**config.mk**
```make
export PLATFORM = sky130hd
export DESIGN_NAME = gpio_port
export DESIGN_NICKNAME = d
export VERILOG_FILES = /design/src/rtl/gpio_port_pkg.sv /design/src/rtl/gpio_port_regs.sv /design/src/rtl/gpio_port_sync.sv /design/src/rtl/gpio_port_pad.sv /design/src/rtl/gpio_port.sv
export SDC_FILE = /design/constraint.sdc
export NUM_CORES = 1
export LEC_CHECK = 0
export ABC_AREA = 1
export BUFFER_PORTS_ARGS = -buffer_cell sky130_fd_sc_hd__buf_4
export CAP_MARGIN = 15
export CORE_MARGIN = 2
export CORE_UTILIZATION = 30
export DETAILED_ROUTE_END_ITERATION = 8
export MAX_ROUTING_LAYER = met4
export SYNTH_ARGS = -nofsm -noshare
export SYNTH_HDL_FRONTEND = slang
export SYNTH_HIERARCHICAL = 1
export SYNTH_SLANG_ARGS = --single-unit
```
**constraint.sdc**
```tcl
create_clock -name clk -period 1.4 [get_ports clk]
set_input_delay 0.14 -clock clk [delete_from_list [all_inputs] [get_ports clk]]
set_output_delay 0.14 -clock clk [all_outputs]
set_load 0.02 [all_outputs]
```
**src/rtl/gpio_port_pkg.sv**
```systemverilog
package gpio_port_pkg;
  localparam int REG_ADDR_W = 2;

  typedef enum logic [REG_ADDR_W-1:0] {
    REG_DATA = 2'd0,
    REG_DIR  = 2'd1,
    REG_INEN = 2'd2,
    REG_NONE = 2'd3
  } reg_sel_e;
endpackage

```
**src/rtl/gpio_port_regs.sv**
```systemverilog
module gpio_port_regs
  import gpio_port_pkg::*;
#(
  parameter int WIDTH = 8
) (
  input  logic                  clk,
  input  logic                  rst,
  input  logic                  wr_en,
  input  logic [REG_ADDR_W-1:0] addr,
  input  logic [WIDTH-1:0]      wdata,
  output logic [WIDTH-1:0]      latch_q,
  output logic [WIDTH-1:0]      dir_q,
  output logic [WIDTH-1:0]      inen_q
);
  logic sel_data, sel_dir, sel_inen;

  always_comb begin
    sel_data = wr_en && (addr == REG_DATA);
    sel_dir  = wr_en && (addr == REG_DIR);
    sel_inen = wr_en && (addr == REG_INEN);
  end

  // Data latch: deliberately outside reset.
  always_ff @(posedge clk) begin
    if (sel_data) latch_q <= wdata;
  end

  always_ff @(posedge clk) begin
    if (rst) begin
      dir_q  <= '0;
      inen_q <= '1;
    end else begin
      if (sel_dir)  dir_q  <= wdata;
      if (sel_inen) inen_q <= wdata;
    end
  end

  AST_LATCH_WRITE: assert property (@(posedge clk) disable iff (rst)
    $past(wr_en && addr == REG_DATA && !rst) |-> latch_q == $past(wdata));

  AST_DIR_HOLD: assert property (@(posedge clk) disable iff (rst)
    !$past(wr_en && addr == REG_DIR) && !$past(rst) |-> $stable(dir_q));
endmodule

```
**src/rtl/gpio_port_sync.sv**
```systemverilog
module gpio_port_sync #(
  parameter int WIDTH  = 8,
  parameter int STAGES = 2
) (
  input  logic             clk,
  input  logic             rst,
  input  logic [WIDTH-1:0] pin_in,
  output logic [WIDTH-1:0] pin_sync
);
  logic [WIDTH-1:0] stage_q [STAGES];

  for (genvar s = 0; s < STAGES; s++) begin : g_stage
    if (s == 0) begin : g_first
      always_ff @(posedge clk) begin
        if (rst) stage_q[s] <= '0;
        else     stage_q[s] <= pin_in;
      end
    end else begin : g_next
      always_ff @(posedge clk) begin
        if (rst) stage_q[s] <= '0;
        else     stage_q[s] <= stage_q[s-1];
      end
    end
  end

  assign pin_sync = stage_q[STAGES-1];
endmodule

```
**src/rtl/gpio_port_pad.sv**
```systemverilog
module gpio_port_pad #(
  parameter int WIDTH = 8
) (
  input  logic             clk,
  input  logic             rst,
  input  logic             force_off,
  input  logic [WIDTH-1:0] dir_q,
  input  logic [WIDTH-1:0] latch_q,
  output logic [WIDTH-1:0] pad_oe,
  output logic [WIDTH-1:0] pad_out
);
  logic [WIDTH-1:0] oe_next;

  always_comb begin
    oe_next = force_off ? '0 : dir_q;
  end

  always_ff @(posedge clk) begin
    if (rst) begin
      pad_oe  <= '0;
      pad_out <= '0;
    end else begin
      pad_oe  <= oe_next;
      pad_out <= oe_next & latch_q;
    end
  end

  AST_OE_NEEDS_DIR: assert property (@(posedge clk) disable iff (rst)
    (pad_oe & ~$past(dir_q)) == '0);

  AST_STOP_DRV_OFF: assert property (@(posedge clk) disable iff (rst)
    $past(force_off) |-> pad_oe == '0);

  AST_OUT_QUIET: assert property (@(posedge clk) disable iff (rst)
    (pad_out & ~pad_oe) == '0);
endmodule

```
**src/rtl/gpio_port.sv**
```systemverilog
module gpio_port
  import gpio_port_pkg::*;
#(
  parameter int WIDTH       = 8,
  parameter int SYNC_STAGES = 2
) (
  input  logic                  clk,
  input  logic                  rst,
  input  logic [REG_ADDR_W-1:0] bus_addr,
  input  logic                  bus_wr,
  input  logic [WIDTH-1:0]      bus_wdata,
  output logic [WIDTH-1:0]      bus_rdata,
  input  logic                  stop_mode,
  input  logic                  stop_pin_hiz,
  input  logic [WIDTH-1:0]      pin_in,
  output logic [WIDTH-1:0]      pad_oe,
  output logic [WIDTH-1:0]      pad_out,
  output logic [WIDTH-1:0]      pin_to_irq
);
  logic [WIDTH-1:0] latch_q, dir_q, inen_q, pin_sync;
  logic [WIDTH-1:0] pin_level, rd_next;
  logic             force_off;

  gpio_port_regs #(.WIDTH(WIDTH)) u_regs (
    .clk(clk), .rst(rst), .wr_en(bus_wr), .addr(bus_addr), .wdata(bus_wdata),
    .latch_q(latch_q), .dir_q(dir_q), .inen_q(inen_q)
  );

  gpio_port_sync #(.WIDTH(WIDTH), .STAGES(SYNC_STAGES)) u_sync (
    .clk(clk), .rst(rst), .pin_in(pin_in), .pin_sync(pin_sync)
  );

  gpio_port_pad #(.WIDTH(WIDTH)) u_pad (
    .clk(clk), .rst(rst), .force_off(force_off), .dir_q(dir_q),
    .latch_q(latch_q), .pad_oe(pad_oe), .pad_out(pad_out)
  );

  always_comb begin
    force_off = stop_mode & stop_pin_hiz;
    pin_level = force_off ? '0 : pin_sync;
    unique case (bus_addr)
      REG_DATA: rd_next = (pin_level & inen_q) | (latch_q & ~inen_q);
      REG_DIR:  rd_next = dir_q;
      REG_INEN: rd_next = inen_q;
      default:  rd_next = '0;
    endcase
  end

  always_ff @(posedge clk) begin
    if (rst) begin
      bus_rdata  <= '0;
      pin_to_irq <= '0;
    end else begin
      bus_rdata  <= rd_next;
      pin_to_irq <= pin_level & inen_q;
    end
  end

  AST_STOP_CLAMP: assert property (@(posedge clk) disable iff (rst)
    $past(force_off) |-> pin_to_irq == '0);

  AST_IRQ_GATED: assert property (@(posedge clk) disable iff (rst)
    (pin_to_irq & ~$past(inen_q)) == '0);
endmodule

```
=== Yosys cells after proc, flatten, opt, wreduce, memory -nomap -nowiden ===
Memories as Yosys holds them, arrays and structs flattened.
Cells that the tools add are included.

* Flip-flop bits (word level): 56
* Bits in writable memories: 16
* Memories: 1

* Equality and inequality tests: 2
* Muxes and demuxes: 8
* Bitwise logic cells: 8
* Reduce and logical (&&, ||, !) cells: 4

{| class="wikitable"
|+ Memory list
! name !! depth !! width !! rd ports !! clocked after Yosys merged registers in !! wr ports !! RTL line !! text
|-
| u_sync.stage_q || 2 || 8 || 2 || 0 || 2 || gpio_port_sync.sv:10 || <nowiki>logic [WIDTH-1:0] stage_q [STAGES];</nowiki>
|}

{| class="wikitable"
|+ Operator list
! operator !! count
|-
| 8-bit two-way mux || 4
|-
| 8-bit AND || 3
|-
| 8-bit case mux with 3 select lines || 1
|-
| 8-bit inverter || 1
|-
| 8-bit OR || 1
|-
| 1-bit logical AND || 3
|-
| 1-bit two-way mux || 3
|-
| 2-bit by 1-bit equality test with 1-bit output (second input constant) || 1
|-
| 2-bit equality test (second input constant) || 1
|-
| 2-bit zero test || 1
|-
| 1-bit OR || 2
|-
| 1-bit AND || 1
|}

=== Depth between registers and ports, before layout ===
Gate-level depths: netlist of the first run.

* Word-level depth: 5
* Depth in mapped cells: 6
* Mapped depth without buffers: 6

=== Cells and area by module ===
The synthesis of the first run kept the hierarchy.

{| class="wikitable"
|+ Modules (own cells, without submodules)
! module !! times used !! cells an instance !! area an instance (µm²) !! seq. area each (µm²)
|-
| gpio_port_regs || 1 || 99 || 920.9 || 560.5
|-
| gpio_port || 1 || 129 || 860.8 || 320.3
|-
| gpio_port_pad || 1 || 52 || 555.5 || 320.3
|-
| gpio_port_sync || 1 || 50 || 474.2 || 320.3
|}

=== Worst setup path after synthesis of the first run ===
Ideal clock, no wire load.

* Path kind: input-to-reg
* Start point: input bus_wr
* End point: register u_regs.latch_q[0], enable pin
* Setup time: 0.370 ns
* Arrival time: 0.711 ns
* Slack: 0.318 ns
* Stages: 3
* Cells stage by stage: buf_4 -> nand2_1 -> nor2_1

* Word-level cells in the longest chain between the ends: 1

{| class="wikitable"
|+ RTL lines
! item !! RTL line !! text
|-
| start, declared || gpio_port.sv:10 || <nowiki>input logic bus_wr,</nowiki>
|-
| 1-bit logical AND || gpio_port_regs.sv:18 || <nowiki>sel_data = wr_en && (addr == REG_DATA);</nowiki>
|-
| via u_regs.sel_data || gpio_port_regs.sv:15 || <nowiki>logic sel_data, sel_dir, sel_inen;</nowiki>
|-
| end signal, assigned || gpio_port_regs.sv:25 || <nowiki>if (sel_data) latch_q <= wdata;</nowiki>
|-
| end, declared || gpio_port_regs.sv:11 || <nowiki>output logic [WIDTH-1:0] latch_q,</nowiki>
|}

The timed path passes the listed nets, and every way through them passes these cells.
A chain may end at the register's enable or synchronous reset.

=== Worst setup path in the final report of the first run ===
* Start point: register pin_to_irq[5]
* End point: output pin_to_irq[5]

{| class="wikitable"
|+ RTL lines
! item !! RTL line !! text
|-
| start, declared || gpio_port.sv:18 || <nowiki>output logic [WIDTH-1:0] pin_to_irq</nowiki>
|-
| start signal, assigned || gpio_port.sv:55 || <nowiki>pin_to_irq <= pin_level & inen_q;</nowiki>
|}

No word-level cell between the ends.

==> results of run 1 <==
through the flow:
| stage | util, % | worst slack (ns) | std cells |
|---|---|---|---|
| floorplan | - | 0.3183 | 330 |
| global placement | 35.71 | 0.2871 | 485 |
| detailed placement | 35.71 | 0.2882 | 485 |
| CTS | 39.48 | 0.4325 | 517 |
| global route | 39.48 | 0.3384 | 517 |
| finish | 39.48 | 0.4611 | 517 |
area by class of cell:
class	instances	area (sq um)	area share, %
Clock buffer	10	127.6	3.532
Tap cell	111	138.9	3.843
Timing Repair Buffer	72	593.1	16.41
Multi-Input combinational cell	190	937.1	25.93
Clock inverter	6	57.56	1.593
Inverter	56	237.7	6.579
Sequential cell	72	1521	42.11
cell families (layout without fill, tap and decap cells):
logic type / Yosys count / after routing / share of synthesized area [%]
and+or+nand+nor: 182 / 182 / 30.84
buffers and inverters: 68 / 144 / 12.55
DFF: 72 / 72 / 54.12
AOI/OAI and AO/OA: 8 / 8 / 2.492
metal layers:
| metal | GRT usage [%] | vias up | wire (microns) |
|---|---|---|---|
| li1 | - | 1140 | - |
| met1 | 15.32 | 938 | 2641 |
| met2 | 21.28 | 57 | 2984 |
| met3 | 4.438 | 15 | 382 |
| met4 | 7.271 | 0 | 141 |
| met5 | - | - | 0 |
state kept, by name, summed over array words and instances, names as in the netlist:
register,count
u_regs/dir_q,8
u_sync/stage_q,16
u_regs/inen_q,8
pin_to_irq,8
u_regs/latch_q,8
u_pad/pad_oe,8
bus_rdata,8
u_pad/pad_out,8
path summary, 6_finish.rpt:
kind / cells after the start / start / slack (ns) / end
max: 1 / pin_to_irq[5] / 0.46 / pin_to_irq[5]
min: 4 / stop_pin_hiz / 0.19 / pin_to_irq[5]
max reg2reg: 6 / u_regs/inen_q[7] / 0.49 / bus_rdata[7]
min reg2reg: 2 / u_sync/stage_q[0][0] / 0.40 / u_sync/stage_q[1][0]
layout by cell type (no fill, tap or decap), drive strengths merged:
cell         instances
a21oi                8
nand4                8
nand2               82
nand3               34
dlygate4sd3         16
dfxtp               64
nor2                58
bufinv               1
clkbuf              10
clkinv               7
buf                 56
edfxtp               8
inv                 54
power by group:
group / leakage (nW) / switching [mW] / internal [mW]
Sequential: 0.597 / 0.0576 / 2.17
Clock: 0.101 / 0.754 / 0.816
Combinational: 1.07 / 0.255 / 0.188
repair_timing:
action	4_1_cts	5_1_grt
hold buffers	16	0
resized for setup	0	0
hold endpoints to repair	16	0
worst register-to-register path: stages, from the launching register on:
cell	delay [ns]
dfxtp_1	0.38
nand2_1	0.07
inv_1	0.05
nand2_1	0.08
nand2_1	0.08
nand2_1	0.06
a21oi_2	0.13
==> out/results.ini, run 1 <==
[worst_setup_path]
critPathTopFamily=flip-flops
start_kind=flop
crit_path_end_kind=primary output
crit_fanout=1
path_cells=buf_4
cpMaxStageDelayCell=dfxtp_1
path_buf_inv=1
cp.required_ns=1.26
arrival_ns=0.80
setup.worst_path.class=reg2out
critPathMaxStageDelay_ns=0.31

[power]
power_density_mw_per_mm2=1174
p_leak_nw=1.769
finalPower_mw=4.241
ir_drop_v=0.0005275

[drt]
dr.pass1.iters=4
wl_per_cell_microns=11.89
wirelength_microns=6149
drc=0
initialDrtViolationCount=144
vias=2150
antenna_left=0
via_per_inst=4.159

[floorplan]
core_sq_mm=0.009153
die_h_microns=100.8
dieArea_sq_mm=0.01016
initial_utilization_pct=30.72
num_rows=35
ios=55
die_width_microns=100.8

[synthesis]
ys_seq_area_share_pct=54.12
syn-num-nets=353
ys_seq_elements=72
synthFlopType=dfxtp_1
synth_area_sq_mm=0.002811
synth_cells=330
synth_top_area_cell=dfxtp_1
synth_commonest_cells=79 x nand2_1, 64 x dfxtp_1, 46 x nor2_1, 43 x inv_1, 23 x nand3_1
synth.most_common_cell=nand2_1
yosys_warnings=6
ys_types=22
syn_avg_cell_area_sq_um=8.520
ys_top_cells_by_area=dfxtp_1 46%, nand2_1 11%, edfxtp_1 8.5%, nor2_1 6.1%, inv_1 5.7%
synth_top_area_share_pct=45.57
synth-edff-count=8
async_reset_ff_share_pct=0

[global_route]
grt_overflow=0
track_usage_pct=13.56
grt_pass1_wl_microns=10080
grt_max_degree=42
grt_pass1_vias=2080
antenna_found_initial=0

[timing]
period_share_pct=67.07
report.final.slew_viol_count=0
rsz0062_at_grt=false
holdWs_ns=0.1867
finalCriticalPeriod_ns=0.9389
finalHoldViolCount=0
setup_viol=0
finalSetupTns_ns=0
relSlewSlack_pct=66.83
clock.fmax_ghz=1.065
fin_worst_skew_ns=0.006886
tightestPinTransition_ns=0.4970

[clock_network]
path_clk_slew_ns=0.08
cts_buffer_depth=2
post_cts_buffers=0
clock-root-buffer=clkbuf_8
cts_buffers=9
cts_htree_levels=3
clk_latency_ns=0.35
cts_tree=done
cts_sinks=72

[place]
dpl-instance-area_sq_mm=0.003268
portBuffers=54
place_hpwl_microns=4486
place.gp.congestion=0.8392

[layout]
syn_to_final_growth_pct=28.53
antennaDiodeCount=0
fill_cells=955
drive_above_1_share_pct=28.08
final_cell_area_sq_mm=0.003613
nets=424

[job]
cap_viol_max_count=0

[outcome]
status=complete, no violations

[worst_hold_path]
holdCritPathClass=in2reg

(Power assumes the default switching activity.)
==> run 2, diff against run 1 <==
==> constraint.sdc (replaced) <==
create_clock -name clk -period 1 [get_ports clk]
set_input_delay 0.1 -clock clk [delete_from_list [all_inputs] [get_ports clk]]
set_output_delay 0.1 -clock clk [all_outputs]
set_load 0.02 [all_outputs]
==> out/results.ini, run 2 (synthesis gave the netlist of run 1 again) <==
[layout]
mostFrequentLayoutCells=79 x nand2_1, 68 x buf_4, 64 x dfxtp_1, 45 x nor2_1, 43 x inv_1
mostFrequentLayoutCell=nand2_1
nets=438
antennaDiodeCount=0
syn_to_final_growth_pct=34.36
top_register=u_sync/stage_q
drive_above_1_share_pct=30.55
largest_reg_flops=16
final_cells=530
fill_cells=908
final_cell_area_sq_mm=0.003777

[clock_network]
cts-resized-gates=0
clk_latency_ns=0.35
cts_tree=done
path_clk_slew_ns=0.07
cts_sinks=72
cts_buffers=9
cts_buffer_depth=2
cts_hold_buf=16
post_cts_buffers=0
clock-root-buffer=clkbuf_8
cts_htree_levels=3

[global_route]
track_usage_pct=14.06
antenna_found_initial=0
grt_pass1_wl_microns=10340
grt_max_degree=17
grt_overflow=0
grt_pass1_vias=2136

[power]
finalPower_mw=6.395
ir_drop_v=0.0005600
power_density_mw_per_mm2=1693
p_leak_nw=1.855

[timing]
fin_worst_skew_ns=0.006460
relSlewSlack_pct=75.55
finalSetupTns_ns=0
setup_viol=0
tightestPinTransition_ns=0.3663
report.final.slew_viol_count=0
rsz0062_at_grt=false
finalHoldViolCount=0
finalCriticalPeriod_ns=0.9182
clock.fmax_ghz=1.089
period_share_pct=91.82

[floorplan]
initial_utilization_pct=30.72
die_width_microns=100.8
die_h_microns=100.8
dieArea_sq_mm=0.01016
num_rows=35
core_sq_mm=0.009153
ios=55

[worst_setup_path]
r2r_end=bus_rdata[7]
startpoint=u_regs/inen_q[7]
worstRegToRegCells=6
cp.required_ns=1.27
setup.worst_path.class=reg2reg
crit_fanout=4
rrSetupSlack_ns=0.08
arrival_ns=1.18
crit_path_end_kind=flop
critPathCapture=bus_rdata[7]
start_kind=flop
timing.rr.start=u_regs/inen_q[7]

[drt]
wirelength_microns=6375
wl_per_cell_microns=12.03
via_per_inst=4.162
dr.pass1.iters=4
antenna_left=0
vias=2206
initialDrtViolationCount=79
drc=0

[place]
place.gp.congestion=0.8747
portBuffers=54
place_hpwl_microns=4838
dpl-instance-area_sq_mm=0.003388
place_inst=499

[outcome]
status=complete, no violations

[worst_hold_path]
holdCritPathClass=in2reg

[job]
cap_viol_max_count=0

[run 2: layer usage]
metal / vias up / track usage, % / share of wire (%)
met3: 16 / 4.785 / 5.3
met2: 52 / 23.33 / 49
met4: 0 / 6.006 / 2.6
met5: - / - / 0
met1: 969 / 15.33 / 43
li1: 1169 / - / -
[run 2: area by class of cell]
cell class / count / area [sq um] / area share (%)
clock buffer: 11 / 152.6 / 4.041
timing repair buffer: 86 / 710.7 / 18.81
clock inverter: 4 / 76.32 / 2.021
sequential: 72 / 1521 / 40.28
multi-input combinational: 190 / 939.7 / 24.88
inverter: 56 / 237.7 / 6.293
tap: 111 / 138.9 / 3.677
[run 2: worst max-delay path, cell delays in order (launching register included)]
cell     delay, ns
dfxtp_1       0.37
nand2_1       0.06
inv_1         0.05
nand2_1       0.07
nand2_1       0.07
nand2_1       0.06
a21oi_2       0.16
[run 2: per-stage QoR]
stage               utilization [%]  setup slack (ns)  hold slack, ns
finish                        41.27           0.08183         0.03021
global route                  41.27          0.001131         0.02290
CTS                           41.27           0.07037         0.01002
detailed placement            37.02           0.03556          0.3052
global placement              37.02           0.02777          0.3028
floorplan                         -            0.1018          0.1989
[run 2: where the power goes]
group          internal [mW]  switching, mW
Combinational          0.304          0.379
Sequential              3.04         0.0715
Clock                   1.55           1.05
Total                   4.89           1.50
[run 2: worst min path at each step]
stage | start | end | slack, ns | cells past startpoint
floorplan | bus_wdata[0] | u_regs/latch_q[0] | 0.20 | 0
global placement | pin_in[7] | u_sync/stage_q[0][7] | 0.30 | 3
detailed placement | pin_in[0] | u_sync/stage_q[0][0] | 0.31 | 3
CTS | rst | u_sync/stage_q[1][6] | 0.01 | 2
global route | rst | u_sync/stage_q[1][6] | 0.02 | 2
finish | rst | u_sync/stage_q[1][6] | 0.03 | 2
